**config.mk**
```make
export PLATFORM = sky130hd
export DESIGN_NAME = dmc_cache_top
export DESIGN_NICKNAME = d
export VERILOG_FILES = /design/src/rtl/dmc_pkg.sv /design/src/rtl/dmc_tag_store.sv /design/src/rtl/dmc_data_store.sv /design/src/rtl/dmc_ctrl.sv /design/src/rtl/dmc_cache_top.sv
export SDC_FILE = /design/constraint.sdc
export NUM_CORES = 1
export LEC_CHECK = 0
export ABC_AREA = 1
export BUFFER_PORTS_ARGS = -buffer_cell sky130_fd_sc_hd__buf_2
export CAP_MARGIN = 5
export CELL_PAD_IN_SITES_DETAIL_PLACEMENT = 1
export CELL_PAD_IN_SITES_GLOBAL_PLACEMENT = 1
export CORE_ASPECT_RATIO = 1.4
export CORE_MARGIN = 2
export CORE_UTILIZATION = 52
export CTS_CLUSTER_DIAMETER = 80
export DETAILED_ROUTE_END_ITERATION = 7
export PLACE_DENSITY = 0.81
export SETUP_SLACK_MARGIN = 0.1
export SLEW_MARGIN = 20
export SYNTH_ARGS = -nofsm -noshare
export SYNTH_HDL_FRONTEND = slang
export SYNTH_SLANG_ARGS = --single-unit
```
**constraint.sdc**
```tcl
create_clock -name clk -period 7.01 [get_ports clk]
set_clock_uncertainty 0.1 [all_clocks]
set_input_delay 2.103 -clock clk [delete_from_list [all_inputs] [get_ports clk]]
set_output_delay 2.103 -clock clk [all_outputs]
set_load 0.02 [all_outputs]
```
**src/rtl/dmc_pkg.sv**
```systemverilog
// Shared types for the direct-mapped cache: write-policy selector and
// controller state encoding. Assumes no other package defines these names.
package dmc_pkg;

    typedef enum logic [1:0] {
        WP_THRU_NOALLOC = 2'd0,
        WP_THRU_ALLOC   = 2'd1,
        WP_BACK         = 2'd2
    } wpol_e;

    typedef enum logic [2:0] {
        S_IDLE  = 3'd0,
        S_EVICT = 3'd1,
        S_FILL  = 3'd2,
        S_THRU  = 3'd3,
        S_DONE  = 3'd4
    } cst_e;

endpackage

```
**src/rtl/dmc_tag_store.sv**
```systemverilog
// Tag directory: one valid flag, one dirty flag and one tag per line.
// Lookup is combinational on the index; hit compares the stored tag with
// the address tag. Assumes fill and dirty-set never need to happen together.
module dmc_tag_store #(
    parameter int TAG_W = 4,
    parameter int IDX_W = 3
) (
    input  logic             clk,
    input  logic             rst_n,
    input  logic [IDX_W-1:0] idx,
    input  logic [TAG_W-1:0] tag_in,
    input  logic             fill_en,
    input  logic             dirty_set,
    output logic             hit,
    output logic             vld,
    output logic             dirty,
    output logic [TAG_W-1:0] tag_out
);
    localparam int NLINES = 1 << IDX_W;

    logic [NLINES-1:0] valid_q;
    logic [NLINES-1:0] dirty_q;
    logic [TAG_W-1:0]  tag_q [NLINES];

    // Status flags: cleared by reset, set by fill, dirty marked on write.
    always_ff @(posedge clk) begin
        if (!rst_n) begin
            valid_q <= '0;
            dirty_q <= '0;
        end else if (fill_en) begin
            valid_q[idx] <= 1'b1;
            dirty_q[idx] <= 1'b0;
        end else if (dirty_set) begin
            dirty_q[idx] <= 1'b1;
        end
    end

    // Tag array: rewritten with the new tag when a line is filled.
    always_ff @(posedge clk) begin
        if (fill_en) begin
            tag_q[idx] <= tag_in;
        end
    end

    // Lookup: compare indexed entry against the address tag.
    always_comb begin
        vld     = valid_q[idx];
        dirty   = dirty_q[idx];
        tag_out = tag_q[idx];
        hit     = valid_q[idx] && (tag_q[idx] == tag_in);
    end

    // the controller only marks a line dirty when that line hits.
    a_r9_dirty_on_hit: assert property (@(posedge clk) disable iff (!rst_n)
        dirty_set |-> hit);

    // a dirty flag never sits on an invalid line.
    a_r10_dirty_implies_valid: assert property (@(posedge clk) disable iff (!rst_n)
        (dirty_q & ~valid_q) == '0);

endmodule

```
**src/rtl/dmc_data_store.sv**
```systemverilog
// Line storage: NLINES lines of LINE_BYTES bytes. A fill writes a whole
// line; a processor write updates one byte lane. Read is combinational.
// Assumes fill and byte write are never requested in the same cycle.
module dmc_data_store #(
    parameter int IDX_W      = 3,
    parameter int LINE_BYTES = 8
) (
    input  logic                    clk,
    input  logic                    rst_n,
    input  logic [IDX_W-1:0]        idx,
    input  logic                    fill_en,
    input  logic [LINE_BYTES*8-1:0] fill_line,
    input  logic [LINE_BYTES-1:0]   wr_be,
    input  logic [7:0]              wr_byte,
    output logic [LINE_BYTES*8-1:0] rd_line
);
    localparam int NLINES = 1 << IDX_W;
    localparam int LINE_W = LINE_BYTES * 8;

    logic [LINE_W-1:0] line_q [NLINES];

    // Array update: whole-line fill, else enabled byte lanes.
    always_ff @(posedge clk) begin
        if (fill_en) begin
            line_q[idx] <= fill_line;
        end else begin
            for (int k = 0; k < LINE_BYTES; k++) begin
                if (wr_be[k]) begin
                    line_q[idx][k*8 +: 8] <= wr_byte;
                end
            end
        end
    end

    // Read port: the indexed line.
    assign rd_line = line_q[idx];

    // a processor write touches at most one byte lane.
    a_r6_single_lane: assert property (@(posedge clk) disable iff (!rst_n)
        $onehot0(wr_be));

    // line fill and byte write are kept in separate cycles.
    a_r8_fill_alone: assert property (@(posedge clk) disable iff (!rst_n)
        fill_en |-> (wr_be == '0));

endmodule

```
**src/rtl/dmc_ctrl.sv**
```systemverilog
// Cache sequencer. From idle it either completes the access at once or
// runs victim write-back, line fill or a write-through store. The policy
// parameter picks the write behaviour. Assumes the processor holds its
// request fields steady until it is accepted.
module dmc_ctrl
    import dmc_pkg::*;
#(
    parameter wpol_e POLICY = WP_BACK
) (
    input  logic clk,
    input  logic rst_n,
    input  logic cpu_req,
    input  logic cpu_we,
    input  logic hit,
    input  logic vld,
    input  logic dirty,
    input  logic mem_ack,
    output logic cpu_ready,
    output logic mem_req,
    output logic mem_we,
    output logic evict_sel,
    output logic fill_en,
    output logic commit_wr,
    output logic dirty_set
);
    localparam bit IS_WB      = (POLICY == WP_BACK);
    localparam bit IS_NOALLOC = (POLICY == WP_THRU_NOALLOC);

    cst_e state_q, state_d;

    // Next-state selection for each phase of an access.
    always_comb begin
        state_d = state_q;
        case (state_q)
            S_IDLE: begin
                if (cpu_req) begin
                    if (hit) begin
                        if (cpu_we && !IS_WB) state_d = S_THRU;
                    end else if (cpu_we && IS_NOALLOC) begin
                        state_d = S_THRU;
                    end else if (IS_WB && vld && dirty) begin
                        state_d = S_EVICT;
                    end else begin
                        state_d = S_FILL;
                    end
                end
            end
            S_EVICT: if (mem_ack) state_d = S_FILL;
            S_FILL:  if (mem_ack) state_d = S_IDLE;
            S_THRU:  if (mem_ack) state_d = S_DONE;
            S_DONE:  state_d = S_IDLE;
            default: state_d = S_IDLE;
        endcase
    end

    // State register with synchronous reset.
    always_ff @(posedge clk) begin
        if (!rst_n) state_q <= S_IDLE;
        else        state_q <= state_d;
    end

    // Output decode from the current state and lookup result.
    always_comb begin
        cpu_ready = ((state_q == S_IDLE) && cpu_req && hit && (!cpu_we || IS_WB))
                    || (state_q == S_DONE);
        mem_req   = (state_q == S_EVICT) || (state_q == S_FILL) || (state_q == S_THRU);
        mem_we    = (state_q == S_EVICT) || (state_q == S_THRU);
        evict_sel = (state_q == S_EVICT);
        fill_en   = (state_q == S_FILL) && mem_ack;
        commit_wr = cpu_ready && cpu_we && hit;
        dirty_set = commit_wr && IS_WB;
    end

    // no completion while memory traffic is outstanding.
    a_r11_ready_low_busy: assert property (@(posedge clk) disable iff (!rst_n)
        mem_req |-> !cpu_ready);

    // request and direction hold until acknowledged.
    a_r12_req_held: assert property (@(posedge clk) disable iff (!rst_n)
        (mem_req && !mem_ack) |=> (mem_req && $stable(mem_we)));

    // an acknowledged write-back is always followed by the refill.
    a_r10_evict_then_fill: assert property (@(posedge clk) disable iff (!rst_n)
        ((state_q == S_EVICT) && mem_ack) |=> (state_q == S_FILL));

    // once a fill is acknowledged, the held address hits.
    a_r4_fill_then_hit: assert property (@(posedge clk) disable iff (!rst_n)
        ((state_q == S_FILL) && mem_ack) |=> hit);

    generate
        if (IS_NOALLOC) begin : g_noalloc_chk
            // without allocation, writes never cause a line fill.
            a_r7_no_write_fill: assert property (@(posedge clk) disable iff (!rst_n)
                (state_q == S_FILL) |-> !cpu_we);
        end
    endgenerate

endmodule

```
**src/rtl/dmc_cache_top.sv**
```systemverilog
// Direct-mapped cache top: splits the address, wires tag and data stores
// to the sequencer and forms the memory-port address, lanes and data.
// Assumes a memory that returns a full line with a one-cycle acknowledge.
module dmc_cache_top
    import dmc_pkg::*;
#(
    parameter int    TAG_W  = 4,
    parameter int    IDX_W  = 3,
    parameter int    OFF_W  = 3,
    parameter wpol_e POLICY = WP_BACK
) (
    input  logic                          clk,
    input  logic                          rst_n,
    input  logic                          cpu_req,
    input  logic                          cpu_we,
    input  logic [TAG_W+IDX_W+OFF_W-1:0]  cpu_addr,
    input  logic [7:0]                    cpu_wdata,
    output logic [7:0]                    cpu_rdata,
    output logic                          cpu_ready,
    output logic                          mem_req,
    output logic                          mem_we,
    output logic [TAG_W+IDX_W-1:0]        mem_addr,
    output logic [(1<<OFF_W)-1:0]         mem_be,
    output logic [(1<<OFF_W)*8-1:0]       mem_wdata,
    input  logic [(1<<OFF_W)*8-1:0]       mem_rdata,
    input  logic                          mem_ack
);
    localparam int LINE_BYTES = 1 << OFF_W;
    localparam int LINE_W     = LINE_BYTES * 8;

    logic [TAG_W-1:0] a_tag;
    logic [IDX_W-1:0] a_idx;
    logic [OFF_W-1:0] a_off;

    logic              hit, vld, dirty, evict_sel, fill_en, commit_wr, dirty_set;
    logic [TAG_W-1:0]  vic_tag;
    logic [LINE_W-1:0] rd_line;
    logic [LINE_BYTES-1:0] lane_sel;

    // Address fields.
    assign a_tag = cpu_addr[TAG_W+IDX_W+OFF_W-1 -: TAG_W];
    assign a_idx = cpu_addr[IDX_W+OFF_W-1 -: IDX_W];
    assign a_off = cpu_addr[OFF_W-1:0];

    // One-hot byte-lane select from the offset, one comparator per lane.
    generate
        for (genvar k = 0; k < LINE_BYTES; k++) begin : g_lane
            assign lane_sel[k] = (a_off == OFF_W'(k));
        end
    endgenerate

    dmc_tag_store #(.TAG_W(TAG_W), .IDX_W(IDX_W)) u_tags (
        .clk(clk), .rst_n(rst_n), .idx(a_idx), .tag_in(a_tag),
        .fill_en(fill_en), .dirty_set(dirty_set),
        .hit(hit), .vld(vld), .dirty(dirty), .tag_out(vic_tag)
    );

    dmc_data_store #(.IDX_W(IDX_W), .LINE_BYTES(LINE_BYTES)) u_data (
        .clk(clk), .rst_n(rst_n), .idx(a_idx),
        .fill_en(fill_en), .fill_line(mem_rdata),
        .wr_be(commit_wr ? lane_sel : '0), .wr_byte(cpu_wdata),
        .rd_line(rd_line)
    );

    dmc_ctrl #(.POLICY(POLICY)) u_ctrl (
        .clk(clk), .rst_n(rst_n), .cpu_req(cpu_req), .cpu_we(cpu_we),
        .hit(hit), .vld(vld), .dirty(dirty), .mem_ack(mem_ack),
        .cpu_ready(cpu_ready), .mem_req(mem_req), .mem_we(mem_we),
        .evict_sel(evict_sel), .fill_en(fill_en),
        .commit_wr(commit_wr), .dirty_set(dirty_set)
    );

    // Processor read byte from the indexed line.
    assign cpu_rdata = rd_line[a_off*8 +: 8];

    // Memory port: victim line for write-back, else the requested line.
    always_comb begin
        if (evict_sel) begin
            mem_addr  = {vic_tag, a_idx};
            mem_be    = '1;
            mem_wdata = rd_line;
        end else begin
            mem_addr  = {a_tag, a_idx};
            mem_be    = lane_sel;
            mem_wdata = {LINE_BYTES{cpu_wdata}};
        end
    end

    // the line address stays put while a request waits.
    a_r12_addr_held: assert property (@(posedge clk) disable iff (!rst_n)
        (mem_req && !mem_ack) |=> $stable(mem_addr));

endmodule

```
* After elaboration in Yosys (flattened, before gate mapping) *
Memories as Yosys holds them, arrays and structs flattened.
Index checks and enable logic that the tools add are counted.

cells by class
  bitwise operators = 12
  shift operators = 1
  magnitude comparators = 2
  multiplexer cells = 53
  reductions and logical operators = 16
  equality and inequality tests = 17

operators with widths
  operator                                                                             number
  8-bit two-way mux                                                                    12
  64-bit two-way mux                                                                   1
  64-bit by 7-bit indexed part select with 8-bit output                                1
  1-bit two-way mux                                                                    29
  8-bit bitwise OR                                                                     2
  3-bit == test, second input constant                                                 5
  3-bit two-way mux                                                                    5
  3-bit by 2-bit == test with 1-bit output, second input constant                      4
  3-bit case mux with 4 select lines                                                   1
  2-bit inequality test, second input constant                                         5
  8-bit AND                                                                            1
  1-bit logical AND                                                                    8
  8-bit NOT                                                                            1
  1-bit bitwise OR                                                                     8
  7-bit two-way mux                                                                    1
  1-bit binary-select mux with 3-bit select                                            2
  3-bit by 1-bit == test with 1-bit output, second input constant                      2
  3-bit zero test                                                                      2
  5-bit AND reduction                                                                  1
  4-bit == test                                                                        1
  1-bit logical OR                                                                     4
  3-bit by 4-bit less-than comparator with 1-bit output, second input constant         1
  1-bit demux with 3-bit select                                                        1
  3-bit by 1-bit greater-or-equal comparator with 1-bit output, second input constant  1
  other kinds (2)                                                                      2

storage, ports and cells
  RAM bits = 544
  bits in registers = 19
  memories = 2
  input port bits = 87

memories
  memory         depth  bits a word  rd ports  clocked after memory_dff  wr ports  line                  text
  u_data.line_q  8      64           1         0                         1         dmc_data_store.sv:20  logic [LINE_W-1:0] line_q [NLINES];
  u_tags.tag_q   8      4            1         0                         1         dmc_tag_store.sv:23   logic [TAG_W-1:0] tag_q [NLINES];

* Logic depth before layout (Yosys ltp) *
  depth after elaboration = 12
  depth in mapped cells = 19

* Cells and area by module *
From an unflattened synthesis, not the netlist that was laid out.

second synthesis, totals
  cell total of the unflattened synthesis = 2843
  area, all modules = 26120.1 sq um

by module, submodules not included
  module          area an instance (sq um)  instances  cells an instance  sequential area each (sq um)
  dmc_data_store  22088.7                   1          2191               15374.7
  dmc_tag_store   2265.9                    1          245                1281.2
  dmc_cache_top   1542.7                    1          367                0.0
  dmc_ctrl        222.7                     1          40                 60.1

* Least setup slack after synthesis *
No wires, ideal clock.

  path kind = input-to-output
  start point = in cpu_addr[4]
  end point = out cpu_rdata[4]
  data required time = 4.807 ns
  path slack = 0.813 ns
  buffers on the path = 3
  stages on the path = 12
  arrival = 3.994 ns
  cells stage by stage = buf_2 -> nor2_1 -> nand2_1 -> inv_2 -> clkbuf_1 -> clkbuf_1 -> nand2_1 -> nand4_1 -> nand2_1 -> nand2_1 -> nor2_1 -> nor2_1

between the ends
  longest elaborated chain between the ends = 2

RTL lines
  item                                                   line                 text
  start, declared                                        dmc_cache_top.sv:16  input logic [TAG_W+IDX_W+OFF_W-1:0] cpu_addr,
  memory read 8 x 64 bit                                 --
  64-bit by 7-bit indexed part select with 8-bit output  dmc_cache_top.sv:74  assign cpu_rdata = rd_line[a_off*8 +: 8];
  end, declared                                          dmc_cache_top.sv:18  output logic [7:0] cpu_rdata,

Every way passes these cells.

* Final worst setup path *
  start point = in cpu_addr[5]
  end point = out cpu_rdata[4]

The elaborated chain is that of the path after synthesis.

==> impl_results.md <==
* Number of flops mapped to enable cells by yosys at around 540
* Number of clock sinks seen by CTS at approximately 560
* DRC Markers at 0
* Worst endpoint data arrival time at 4.60 ns
* Finished Cell Area at approximately 27000 um^2
* Cell internal pwr at roughly 5.5 mW
* Slew at the pin with the worst max-slew slack at about 1.1 ns
* DPL Wire Length at 58.2 mm
* Number of routed nets with antenna violations at 0
* Post-DP Area at 25800 um^2
* Part of the total power dissipated in sequential elements at roughly 50%
* Fraction of the yosys area taken by sequential cells at a little under three quarters
* DR WL/cell at just over 30 um
* Area share of the largest cell type after synthesis at roughly 69%
* Non-filler instance count after layout at ~2900
* Power Density at roughly 280 nW/um^2
* P_leak at slightly above 10 nW
* Starting DRT DRC Count at roughly 2300
* Most frequent standard cell in the layout excluding fill and tap cells: nand2_1
* Achievable frequency at 147 MHz
* Post-placement worst setup slack at around 0.43 ns
* Combinational share of power at a little over an eighth
* MaxCap Viol Count at 0
* RSZ-0062 raised after global routing: false
* Antenna violations before repair at 1
* Clock-pin slew of the registers on the worst-case setup and hold paths at about 0.060 ns
* Buffers on Ports at 176
* Hold Path Stages at 2
* Mean instance size in the synthesized netlist at between 10 and 15 um^2
* Residual overflow from global routing at 0
* Class of the tightest hold or removal check: flip-flop to flip-flop
* Final number of max-transition violations at 0
* Synthesized Nets at 2115
* Via/cell ratio at 6.52
* Number of placed I/O pins at 177
* Global Route Usage Sum at 37.5%
* Width of the die at approximately 180 um
* Clock tree buffer depth at 3
* First-pass GRT wire length at between 100 and 150 mm
* Number of cells on the worst reg-to-reg path at 13
* Worst slew margin relative to its limit at between 20 and 25%
* Routability congestion estimate from global placement at roughly 0.95
* Inserted Clock Buffers at 52
* Post-Syn Area at around 24000 um^2
* Growth of design area from synthesis to finish at 16.3%
* Largest area contributor in the netlist: edfxtp_1
* Primary FF master, synth: edfxtp_1
* Required time worst endpoint at around 4.8 ns
* Final critical delay including setup and external delays at between 6 and 7 ns
* Post-synthesis register bit count at approximately 560
* Unique cell type count in the Yosys netlist at 35
* Hold-fix buffers at CTS at 0
* Part of the cycle the worst path needs at between 90% and 100%
* CP Class: input pin to primary output
* Critical path startpoint category: input pin
* Largest voltage drop on the vdd net at 0.000262 V
* Hold slack final at around 0.36 ns
* Pin count of the biggest net entering global routing at about 70
* Count of instances resized after the clock tree is built at 0
* Total length of routed wires at 88.1 mm
* Via count of the first global-routing pass at 19277
* Routed vias at around 19000
* Synth warn at 0
* Net switching share of the total power at between 20 and 30%
* Result of the run: complete, no violations
* Core Area at 44900 um^2
* Utilization after layout at roughly three fifths
* Most used cells in the layout excluding fill and tap cells: nand2_1, edfxtp_1, buf_2
* Cells after Synth at between 2000 and 2500
* Total of endpoints with negative setup slack in the final report at 0
* Layout filler cell count at 4618
* Master cell of the clock root buffer: clkbuf_16
* Type of element capturing the critical path: primary output
* Biggest fanout along the worst timing path at 42
* Number of nets at the end of the flow at 2350
* CTS tree: yes
* Final Hold Vio Count at 0
* Share of cells above drive strength 1 at around 18%
* Row count at 92
* CTS H-tree depth at 2
* Count of buffers added by post-CTS timing repair for setup at 0
* Floorplan die area at 47000 um^2
* Proportion of power drawn by the clock network at between 30% and 40%
* Cell count after placement at between 2000 and 3000
* Final worst slack at a little over 0.2 ns
* Die outline height at 256 um
* Asr flop ratio synth at 0%
* Sum Neg Setup Slack at 0 ns
* Cells taking the most area after synthesis: edfxtp_1, nand2_1, nand4_1
* Total power after layout at 7.58 mW
* Clock latency reported for the late side of the worst-skew pair at 0.59 ns
* Switching power at 2.06 mW
* Starting Density at a little over half
* Iteration count of the initial detailed-routing pass at 8
## Yosys cell counts, types with 3 or more instances
cell and instances:
nand2_1 715, edfxtp_1 544, a21oi_1 107, nand4_1 96, nor2_1 82, inv_1 72
clkbuf_1 71, nand3_1 56, a221oi_1 53, a22oi_1 46, a22o_1 34, o21ai_0 31
buf_2 27, dfxtp_1 19, buf_1 16, buf_4 11, nand3_2 7, a211oi_1 4
and3_1 4, buf_6 4, clkinv_1 4, inv_2 3, or2_2 3
## critical path, cell delays in order
cell and delay [ns]:
buf_2 0.17, inv_1 0.11, nand2_1 0.29, nor2_4 0.09, buf_12 0.20, a22o_1 0.25, nor2_1 0.19, nand4_1 0.25
nand2_1 0.22, nand3_1 0.12, nor2_1 0.30, nor2_1 0.09, buf_2 0.18
## area by class of cell
| type | count | area (um^2) | area share [%] |
|---|---|---|---|
| diodes | 1 | 2.50 | 0.00914 |
| clock buffers | 66 | 1350 | 4.94 |
| multi-input cells | 1257 | 6000 | 21.9 |
| clock inverters | 29 | 264 | 0.964 |
| repair buffers | 310 | 2050 | 7.48 |
| inverters | 79 | 297 | 1.08 |
| flip-flops and latches | 563 | 16700 | 61.0 |
| well taps | 564 | 706 | 2.58 |
## path summary, 6_finish.rpt
path | start | end | slack, ns
max | cpu_addr[5] | cpu_rdata[4] | 0.21
min | flip-flop | flip-flop | 0.36
max reg2reg | u_tags.tag_q[0][3] | u_data.line_q[0][60] | 3.09
min reg2reg | flip-flop | flip-flop | 0.36
## routing by layer
| layer | routed length (um) | part of all wire [%] | track usage [%] | vias to the layer above |
|---|---|---|---|---|
| met5 | 12 | 0.014 | 0 | - |
| met4 | 5720 | 6.5 | 20.9 | 2 |
| met3 | 10100 | 11 | 7.48 | 340 |
| met2 | 42000 | 48 | 60.9 | 1455 |
| met1 | 30300 | 34 | 47.2 | 9193 |
| li1 | - | - | - | 7709 |
## state kept, by name (all words and copies together) (netlist names), named ones only
name            flops
u_ctrl.state_q      3
u_tags.tag_q       32
u_data.line_q     512
u_tags.valid_q      8
## power groups by stage
stage	logic (mW)	registers [mW]	clock network (mW)
final	1.02	3.77	2.79
after detailed placement	0.977	3.84	0
after global routing	1.06	3.77	2.89
after global placement	0.948	3.84	0
after CTS	0.987	3.77	2.79
after floorplan	0.523	3.84	0
## logic make-up after synthesis
logic type / after synthesis / synth area share, %
and+or+nand+nor: 974 / 17.3
DFF: 563 / 71.0
AOI/OAI and AO/OA: 283 / 8.00
buffers and inverters: 208 / 3.76
Note: power is estimated with default switching activity, not from simulation.
